[config.mk]
export PLATFORM = sky130hd
export DESIGN_NAME = xbus_strobe_gen
export DESIGN_NICKNAME = d
export VERILOG_FILES = /design/src/rtl/xbs_pkg.sv /design/src/rtl/xbs_phase_ctr.sv /design/src/rtl/xbs_strobe_dec.sv /design/src/rtl/xbs_hi_mux.sv /design/src/rtl/xbus_strobe_gen.sv
export SDC_FILE = /design/constraint.sdc
export NUM_CORES = 1
export LEC_CHECK = 0
export ABC_AREA = 1
export BUFFER_PORTS_ARGS = -buffer_cell sky130_fd_sc_hd__buf_4
export CAP_MARGIN = 20
export CORE_AREA = 5 5 53 55
export DETAILED_ROUTE_END_ITERATION = 7
export DIE_AREA = 0 0 58 60
export PLACE_DENSITY_LB_ADDON = 0.12
export SYNTH_ARGS = -nofsm -noshare
export SYNTH_HDL_FRONTEND = slang
export SYNTH_HIERARCHICAL = 1
export SYNTH_SLANG_ARGS = --single-unit
[constraint.sdc]
create_clock -name clk -period 1.5 [get_ports clk]
set_input_delay 0.375 -clock clk [delete_from_list [all_inputs] [get_ports clk]]
set_output_delay 0.375 -clock clk [all_outputs]
set_load 0.02 [all_outputs]
[src/rtl/xbs_pkg.sv]
package xbs_pkg;
   typedef struct packed {
      logic run;
      logic dat;
      logic wide;
      logic tbl;
      logic mute;
   } xbs_desc_t;
endpackage

[src/rtl/xbs_phase_ctr.sv]
module xbs_phase_ctr #(
   parameter int CYC_CLKS = 12,
   localparam int PW = $clog2(CYC_CLKS)
) (
   input  logic          clk,
   input  logic          rst,
   output logic [PW-1:0] phase,
   output logic          start
);
   localparam logic [PW-1:0] LAST = PW'(CYC_CLKS - 1);

   // start marks the edge that enters phase 0 (capture edge)
   assign start = (phase == LAST);

   always_ff @(posedge clk) begin
      if (rst)        phase <= LAST;
      else if (start) phase <= '0;
      else            phase <= phase + 1'b1;
   end

   assert_phase_range_R2: assert property (@(posedge clk) disable iff (rst)
      phase <= LAST);
   assert_wrap_R12: assert property (@(posedge clk) disable iff (rst)
      start |=> (phase == '0));
endmodule

[src/rtl/xbs_strobe_dec.sv]
module xbs_strobe_dec
   import xbs_pkg::*;
#(
   parameter int CYC_CLKS  = 12,
   parameter int ALE_CLKS  = 2,
   parameter int PSEN_CLKS = 3,
   localparam int PW   = $clog2(CYC_CLKS),
   localparam int HALF = CYC_CLKS / 2
) (
   input  logic          clk,
   input  logic          rst,
   input  logic [PW-1:0] phase,
   input  xbs_desc_t     desc,
   output logic          ale_o,
   output logic          psen_n_o
);
   logic [1:0] ale_win;
   logic [1:0] ps_win;

   for (genvar h = 0; h < 2; h++) begin : g_half
      localparam logic [PW-1:0] BASE = PW'(h * HALF);
      localparam logic [PW-1:0] A_END = PW'(ALE_CLKS);
      localparam logic [PW-1:0] P_BEG = PW'(HALF - PSEN_CLKS);
      localparam logic [PW-1:0] P_END = PW'(HALF);
      logic [PW-1:0] off;
      always_comb begin
         off        = phase - BASE;
         ale_win[h] = (off < A_END);
         ps_win[h]  = (off >= P_BEG) && (off < P_END);
      end
   end

   logic quiet;
   logic fetch_on;

   always_comb begin
      quiet    = desc.mute & ~desc.run & ~desc.dat & ~desc.tbl;
      fetch_on = (desc.run | desc.tbl) & ~desc.dat;
      ale_o    = quiet | ale_win[0] | (ale_win[1] & ~desc.dat);
      psen_n_o = ~(fetch_on & (|ps_win));
   end

   assert_no_overlap_R7: assert property (@(posedge clk) disable iff (rst)
      !(ale_o && !psen_n_o));
   assert_data_no_fetch_R5: assert property (@(posedge clk) disable iff (rst)
      desc.dat |-> psen_n_o);
   assert_idle_fetch_R6: assert property (@(posedge clk) disable iff (rst)
      (!desc.run && !desc.tbl) |-> psen_n_o);
   assert_data_drop_R3: assert property (@(posedge clk) disable iff (rst)
      (desc.dat && phase >= PW'(HALF)) |-> !ale_o);
endmodule

[src/rtl/xbs_hi_mux.sv]
module xbs_hi_mux #(
   parameter int AW = 16,
   localparam int HW = AW / 2
) (
   input  logic          clk,
   input  logic          rst,
   input  logic          start,
   input  logic          dat,
   input  logic          wide,
   input  logic [AW-1:0] addr,
   input  logic [HW-1:0] hi_reg,
   output logic [HW-1:0] hi_o
);
   always_ff @(posedge clk) begin
      if (rst)        hi_o <= '0;
      else if (start) hi_o <= (dat && !wide) ? hi_reg : addr[AW-1:HW];
   end

   assert_hold_R12: assert property (@(posedge clk) disable iff (rst)
      !start |=> $stable(hi_o));
endmodule

[src/rtl/xbus_strobe_gen.sv]
module xbus_strobe_gen
   import xbs_pkg::*;
#(
   parameter int CYC_CLKS  = 12,
   parameter int ALE_CLKS  = 2,
   parameter int PSEN_CLKS = 3,
   parameter int AW        = 16,
   localparam int PW = $clog2(CYC_CLKS),
   localparam int HW = AW / 2
) (
   input  logic          clk,
   input  logic          rst,
   input  logic          ext_run,
   input  logic          xd_cycle,
   input  logic          xd_wide,
   input  logic          tbl_cycle,
   input  logic          ale_mute,
   input  logic [AW-1:0] addr,
   input  logic [HW-1:0] hi_reg,
   output logic          ale_o,
   output logic          psen_n_o,
   output logic [HW-1:0] hi_o
);
   if (CYC_CLKS % 2 != 0) begin : g_chk_even
      $error("CYC_CLKS must be even");
   end
   if (ALE_CLKS < 1 || PSEN_CLKS < 1 || ALE_CLKS + PSEN_CLKS >= CYC_CLKS / 2) begin : g_chk_fit
      $error("strobe widths must leave a gap inside each half cycle");
   end
   if (AW % 2 != 0) begin : g_chk_aw
      $error("AW must be even");
   end

   logic [PW-1:0] phase;
   logic          start;
   xbs_desc_t     desc;

   xbs_phase_ctr #(.CYC_CLKS(CYC_CLKS)) u_ctr (
      .clk(clk), .rst(rst), .phase(phase), .start(start)
   );

   always_ff @(posedge clk) begin
      if (rst) desc <= '0;
      else if (start) begin
         desc.run  <= ext_run;
         desc.dat  <= xd_cycle;
         desc.wide <= xd_wide;
         desc.tbl  <= tbl_cycle;
         desc.mute <= ale_mute;
      end
   end

   xbs_strobe_dec #(.CYC_CLKS(CYC_CLKS), .ALE_CLKS(ALE_CLKS), .PSEN_CLKS(PSEN_CLKS)) u_dec (
      .clk(clk), .rst(rst), .phase(phase), .desc(desc),
      .ale_o(ale_o), .psen_n_o(psen_n_o)
   );

   xbs_hi_mux #(.AW(AW)) u_hi (
      .clk(clk), .rst(rst), .start(start), .dat(xd_cycle), .wide(xd_wide),
      .addr(addr), .hi_reg(hi_reg), .hi_o(hi_o)
   );

   assert_mute_override_R10: assert property (@(posedge clk) disable iff (rst)
      (desc.run && phase == PW'(CYC_CLKS - 1)) |-> !ale_o);
   assert_reset_R1: assert property (@(posedge clk)
      rst |=> (psen_n_o && hi_o == '0));
endmodule

# Yosys cells after proc, flatten, opt, wreduce, memory -nomap -nowiden
# Index checks and enable logic that the tools add are counted.
[word_totals] register_bits=16 latch_bits=0 mem_bits_rw=0 rom_bits=0 input_bits=31 out_inout_bits=10 wordCells=37 n_memories=0
[op_classes] addsub=2 mul=0 div_mod_pow=0 order_cmp=6 n_eq_ne=1 shifts=0 n_mux=2 n_bitwise=13 n_reduce_logical=6
[ops] operator="$ge A4 B2 Y1 const B" n=2
[ops] operator="$lt A4 B2 Y1 const B" n=2
[ops] operator="$lt A4 B3 Y1 const B" n=2
[ops] operator="$mux W8" n=1
[ops] operator="$and A1 B1 Y1" n=6
[ops] operator="$add A4 B1 Y4 const B" n=1
[ops] operator="$eq A4 B4 Y1 const B" n=1
[ops] operator="$mux W4" n=1
[ops] operator="$not A1 Y1" n=4
[ops] operator="$reduce_or A2 Y1" n=2
[ops] operator="$sub A4 B3 Y4 const B" n=1
[ops] operator="$logic_and A1 B1 Y1" n=3
[ops] operator="$or A1 B1 Y1" n=3
[ops] operator="$logic_not A1 Y1" n=1

# Logic depth before layout (Yosys ltp)
# Gate-level depths: netlist (run 1).
[depth] word_depth=6 ltp_mapped=9 ltp_nobuf=7

# By module
# Netlist (run 1), hierarchy kept.
[modules_own_cells] module="xbs_hi_mux" n_inst=1 cells_per_inst=70 area_each_um2=469.2 seq_area_each_um2=160.2
[modules_own_cells] module="xbus_strobe_gen" n_inst=1 cells_per_inst=32 area_each_um2=209.0 seq_area_each_um2=100.1
[modules_own_cells] module="xbs_phase_ctr" n_inst=1 cells_per_inst=22 area_each_um2=176.4 seq_area_each_um2=80.1
[modules_own_cells] module="xbs_strobe_dec" n_inst=1 cells_per_inst=27 area_each_um2=120.1 seq_area_each_um2=0.0

# Least setup slack after synthesis (run 1)
# No wires, ideal clock.
[synth_timing] path_type="reg-to-output" start="register u_ctr.phase[1]" end="output psen_n_o" arrival_ns=1.099 required_ns=1.125 path_slack_ns=0.026 path_stages_with_launch=8 n_path_buf=0 path_cell_list="dfxtp_1 ha_1 nor2_1 nand2_1 nand2_1 nand2_1 nand2_1 nand2_1"
[synth_via] elab_chain_len=6 elab_cells_between_ends=10 classes_between="add/sub (1); order compare (4); bitwise (2); reduce/logical (3)"
[synth_lines] element="from (decl)" line="xbs_phase_ctr.sv:7" text="output logic [PW-1:0] phase,"
[synth_lines] element="from (signal assigned)" line="xbs_phase_ctr.sv:18" text="else phase <= phase + 1'b1;"
[synth_lines] element="$sub A4 B3 Y4" line="xbs_strobe_dec.sv:27" text="off = phase - BASE;"
[synth_lines] element="$ge A4 B2 Y1 or $lt A4 B3 Y1 (tied branches)" line="xbs_strobe_dec.sv:29" text="ps_win[h] = (off >= P_BEG) && (off < P_END);"
[synth_lines] element="$logic_and A1 B1 Y1" line="xbs_strobe_dec.sv:29"
[synth_lines] element="$reduce_or A2 Y1 (*)" line="xbs_strobe_dec.sv:40" text="psen_n_o = ~(fetch_on & (|ps_win));"
[synth_lines] element="$and A1 B1 Y1 (*)" line="xbs_strobe_dec.sv:40"
[synth_lines] element="$not A1 Y1 (*)" line="xbs_strobe_dec.sv:40"
[synth_lines] element="to (decl)" line="xbus_strobe_gen.sv:21" text="output logic psen_n_o,"
# Every way passes the cells marked *; elsewhere a longest branch is shown, timed or not.

# Worst setup path in the final report (run 1)
[layout_timing] start="register u_ctr.phase[2]" end="output psen_n_o"
# The elaborated chain is that of the path after synthesis.

==> flow_summary.json, run 1 <==
{
  "antenna_left": 0,
  "drc_errors": 0,
  "globalRouteTotalUtil_pct": 12.32,
  "coreArea_um2": 2342,
  "setup_tns_ns": -0.3559,
  "violations": "negative setup slack",
  "synth_area_um2": 935.9,
  "io_pins": 41,
  "cap_violations": 0,
  "cts_max_level": 1,
  "rr_endpoint": "u_hi/hi_o[4]",
  "dpl.hpwl_mm": 1.487,
  "drt_iter0_drc": 15,
  "whs_path_depth": 5,
  "cts_made_buffers": 3,
  "synth_warnings": 6,
  "cp.arrival_ns": 1.32,
  "fillerInstances": 255,
  "cts_root_buf": "clkbuf_4",
  "clk_latency_ns": 0.28,
  "avgSynthCellArea_um2": 6.454,
  "tightest_slew_ns": 0.2748,
  "crit_path_end_kind": "primary output",
  "first_global_vias": 839,
  "drtPass1Iterations": 4,
  "final_net_count": 213,
  "die_w_um": 58,
  "grt_overflow": 0,
  "dp_cells": 205,
  "antenna_cells": 0,
  "cp.required_ns": 1.12,
  "powerDensity_nw_per_um2": 1470,
  "hold_end": "desc[4]",
  "critical_path_class": "reg -> out",
  "cts_tree": "built",
  "final_layout_size_suffix_gt1_share_pct": 30.73,
  "drv_slew": 0,
  "synth_nets": 178,
  "design_area_um2": 1255,
  "crit_path_max_fanout": 3,
  "grt_pass1_wl_mm": 3.305,
  "postSynthCellCount": 145,
  "regArea_um2": 322.8,
  "rsz0062_at_grt": "true",
  "antenna_found_initial": 0,
  "dpl_cell_area_um2": 1179,
  "reg2reg_depth": 9,
  "syn2layout_area_growth_pct": 34.09,
  "place.gp.congestion": 0.7782,
  "layout_min_cycle_time_ns": 1.699,
  "hold_ws_ns": 0.3708,
  "multi_input_area_um2": 485.5,
  "portBuffers": 32,
  "stdcell_count": 209,
  "clkTransAtPathRegs_ns": 0.09,
  "slew_headroom_pct": 81.65,
  "die_h_um": 60,
  "routedWlPerCell_um": 9.220,
  "fmax_ghz": 0.5887,
  "cts.path.max_buffers": 2,
  "timing.rr.start": "u_ctr/phase[1]",
  "outcome": "complete, but fails checks",
  "hp-class": "in -> reg",
  "clock_skew_ns": 0.0009277,
  "hp-start": "ext_run",
  "die_area_um2": 3480,
  "finalWorstSetupSlack_ns": -0.1987,
  "cp-start-kind": "register",
  "setup_violations": 2,
  "grt_max_degree": 25,
  "vdd_drop_max_mv": 0.8967,
  "vias_per_cell": 4.541,
  "dr_total_vias": 949,
  "cts_sinks": 16,
  "post-route-period-util_pct": 113.2,
  "drt-total-wl_mm": 1.927,
  "start_util_pct": 39.96,
  "worst-r2r-setup-slack_ns": 0.09,
  "p_leak_nw": 0.7019,
  "hold_viol_final": 0,
  "finalPower_mw": 1.845,
  "num_rows": 18
}
## metrics by stage
stage / utilization, % / setup slack, ns
5_1_grt: 53.58 / -0.2921
3_3_place_gp: 50.32 / 0.03463
3_5_place_dp: 50.32 / 0.02469
4_1_cts: 52.83 / -0.2164
6_report: 53.58 / -0.1987
2_1_floorplan: - / 0.02566
## sequential cells by signal, summed over array words and instances (netlist names)
register,count
u_ctr/phase,4
u_hi/hi_o,8
desc,4
## where the power goes
| group | total (mW) | switching, mW | internal (mW) | leakage [nW] |
|---|---|---|---|---|
| clock | 0.280 | 0.132 | 0.148 | 0.0210 |
| combinational | 0.941 | 0.501 | 0.439 | 0.548 |
| sequential | 0.624 | 0.0833 | 0.541 | 0.133 |
## cell type report
class | instances | share of cell area [%]
well taps | 30 | 2.991
clock buffers | 4 | 2.891
multi-input cells | 100 | 38.68
flip-flops and latches | 16 | 25.72
inverters | 24 | 7.178
repair buffers | 35 | 22.53
## how the worst max path moves through the flow
stage	startpoint	slack, ns	cells past startpoint	endpoint
4_1_cts	u_ctr/phase[2]	-0.22	8	psen_n_o
3_5_place_dp	u_ctr/phase[1]	0.02	8	psen_n_o
6_report	u_ctr/phase[2]	-0.20	8	psen_n_o
5_1_grt	u_ctr/phase[2]	-0.29	8	psen_n_o
3_3_place_gp	u_ctr/phase[1]	0.03	8	psen_n_o
2_1_floorplan	u_ctr/phase[1]	0.03	7	psen_n_o
## per-layer routing
| metal | vias up | GRT usage (%) | part of all wire, % |
|---|---|---|---|
| met5 | - | 0 | 0 |
| met4 | 0 | 1.987 | 0.83 |
| met1 | 422 | 13.54 | 43 |
| li1 | 507 | - | - |
| met3 | 2 | 4.536 | 5.1 |
| met2 | 18 | 22.90 | 51 |
## layout by cell type, fill, tap and decap left out, types with 2 or more instances in the layout
master and instances:
nand2_1 38, inv_1 21, nor2_1 25, a21oi_1 2, nand3_2 2, dfxtp_2 2
buf_6 2, nand3_1 20, buf_4 32, clkbuf_4 3, nand4_1 2, inv_2 3
nor2_2 4, dfxtp_1 14
## worst max-delay path, stage by stage, from the launching register on
cell	delay (ns)
dfxtp_2	0.35
ha_4	0.25
nor2_2	0.07
nand2_1	0.05
nand2_1	0.05
nand2_1	0.04
nand2_1	0.05
nand2_1	0.06
buf_6	0.13
## repair_timing
action,in CTS,in global routing
resized for setup,5,6
pin swaps,1,2
hold buffers,0,0
hold endpoints to repair,0,0
setup buffers,0,0
setup endpoints to repair,2,9
(Power assumes the default switching activity.)
==> run 2, diff against run 1 <==
--- a/config.mk
+++ b/config.mk
@@ -9,6 +9,7 @@
 export BUFFER_PORTS_ARGS = -buffer_cell sky130_fd_sc_hd__buf_4
 export CAP_MARGIN = 20
 export CORE_AREA = 5 5 53 55
+export CTS_BUF_LIST = sky130_fd_sc_hd__clkbuf_8 sky130_fd_sc_hd__clkbuf_16
 export DETAILED_ROUTE_END_ITERATION = 7
 export DIE_AREA = 0 0 58 60
 export PLACE_DENSITY_LB_ADDON = 0.12
==> run 2 against run 1 <==
Against the previous run: the run still ends with negative setup slack left; first-iteration DRC count is 33% higher; register-to-register slack hardly changed; sequential cell count unchanged; maximum frequency increased by 3.5%; clock power rose by 34%; worst hold slack better by 0.038 ns; non-clock buffer count did not move; power up 4.8%; die area unchanged; cell count did not move; sequential power about the same; largest cell class unchanged.
==> flow_summary.json, run 2 (same netlist as run 1, synthesis figures left out) <==
{
  "setup_tns_ns": -0.2466,
  "portBuffers": 32,
  "io_pins": 41,
  "die_w_um": 58,
  "die_h_um": 60,
  "crit_start": "u_ctr/phase[1]",
  "final_util_pct": 54.38,
  "grt_max_degree": 25,
  "setup_violations": 2,
  "cts_sinks": 16,
  "final_layout_size_suffix_gt1_share_pct": 30.73,
  "antenna_cells": 0,
  "finalPower_mw": 1.934,
  "finalWorstSetupSlack_ns": -0.1420,
  "hold_end": "desc[4]",
  "timing.rr.start": "u_ctr/phase[1]",
  "top_register": "u_hi/hi_o",
  "cp-start-kind": "register",
  "cp_num_cells": 8,
  "drt_iter0_drc": 20,
  "violations": "negative setup slack",
  "cpPeakStageDelay_ns": 0.33,
  "cts.path.max_buffers": 2,
  "drt-total-wl_mm": 1.912,
  "fillerInstances": 253,
  "slew_headroom_pct": 81.73,
  "clock_skew_ns": 0.002972,
  "tightest_slew_ns": 0.2737,
  "cts_tree": "built",
  "ctsHoldBuffers": 0,
  "cp_top_family": "flip-flops",
  "first_global_vias": 851,
  "cts_max_level": 1,
  "syn2layout_area_growth_pct": 36.10,
  "start_util_pct": 39.96,
  "layout_min_cycle_time_ns": 1.642,
  "hold_ws_ns": 0.4087,
  "vdd_drop_max_mv": 0.8598,
  "num_rows": 18,
  "p_leak_nw": 0.7097,
  "rr_endpoint": "u_hi/hi_o[4]",
  "dpl.hpwl_mm": 1.487,
  "cts_made_buffers": 3,
  "post-route-period-util_pct": 109.5,
  "clkTransAtPathRegs_ns": 0.06,
  "die_area_um2": 3480,
  "crit_path_frequent_cell": "nand2_1",
  "final_net_count": 213,
  "mostFrequentLayoutCell": "nand2_1",
  "antenna_left": 0,
  "antenna_found_initial": 0,
  "powerDensity_nw_per_um2": 1518,
  "multi_input_area_um2": 485.5,
  "coreArea_um2": 2342,
  "cts_root_buf": "clkbuf_8",
  "fmax_ghz": 0.6090,
  "drc_errors": 0,
  "path_buf_inv": 1,
  "worst-r2r-setup-slack_ns": 0.10,
  "hold_viol_final": 0,
  "whs_path_depth": 5,
  "globalRouteTotalUtil_pct": 12.09,
  "crit_chain": "ha_4, nor2_2, nand2_1, nand2_1, nand2_1, nand2_1, nand2_1, buf_6",
  "largest_reg_flops": 8,
  "dpl_worst_slack_ns": 0.02469,
  "routedWlPerCell_um": 9.148,
  "drv_slew": 0,
  "outcome": "complete, but fails checks",
  "slowest_stage": "dfxtp_2",
  "cap_violations": 0,
  "reg2reg_depth": 9,
  "cts_setup_buffers": 0,
  "cp.required_ns": 1.12,
  "dr_total_vias": 945,
  "clk_latency_ns": 0.25,
  "vias_per_cell": 4.522,
  "final_cell_mix": "38 x nand2_1, 32 x buf_4, 25 x nor2_1",
  "drtPass1Iterations": 4,
  "rsz0062_at_grt": "true",
  "critical_path_class": "reg -> out",
  "cp.arrival_ns": 1.27,
  "crit_path_max_fanout": 3,
  "place.gp.congestion": 0.7782,
  "hp-start": "ext_run",
  "grt_overflow": 0,
  "regArea_um2": 322.8,
  "crit_path_end_kind": "primary output",
  "hp-class": "in -> reg",
  "top_regs": "u_hi/hi_o x8, desc x4, u_ctr/phase x4",
  "grt_pass1_wl_mm": 3.263
}
run 2: cell types whose count changed in the layout (fill, tap and decap cells not counted):
cell	delta
clkbuf_4	-3
clkbuf_8	+3
run 2: layer usage:
metal	global-route usage, %	routed length [um]
met1	13.15	847
met2	22.10	961
met3	4.104	91
met4	3.642	10
met5	0	0
run 2: final cells by class:
cell class	instances	area share (%)
sequential	16	25.34
multi-input combinational	100	38.11
clock buffer	4	4.322
timing repair buffer	35	22.20
tap	30	2.947
inverter	24	7.073
run 2: report_power, final:
group	leakage [nW]	switching, mW	internal [mW]
logic	0.548	0.499	0.436
registers	0.133	0.0821	0.542
clock network	0.0288	0.142	0.233
run 2: worst max path at each step:
stage / to / slack (ns)
floorplan: psen_n_o / 0.03
global placement: psen_n_o / 0.03
detailed placement: psen_n_o / 0.02
CTS: psen_n_o / -0.18
global route: psen_n_o / -0.23
finish: psen_n_o / -0.14
run 2: per-stage QoR:
step                cells  instance area (um2)
finish                209                 1274
global route          209                 1274
CTS                   209                 1256
detailed placement    205                 1179
global placement      205                 1179
floorplan             145                935.9
run 2: what timing repair did:
item	4_1_cts	5_1_grt
pin swaps	2	4
setup endpoints to repair	2	7
gates resized for setup	5	6
hold endpoints to repair	0	0
run 2: worst min-delay path, stage by stage:
cell and delay (ns):
buf_4 0.08, inv_1 0.03, nand2_1 0.04, nand2_1 0.04
nor2_1 0.06
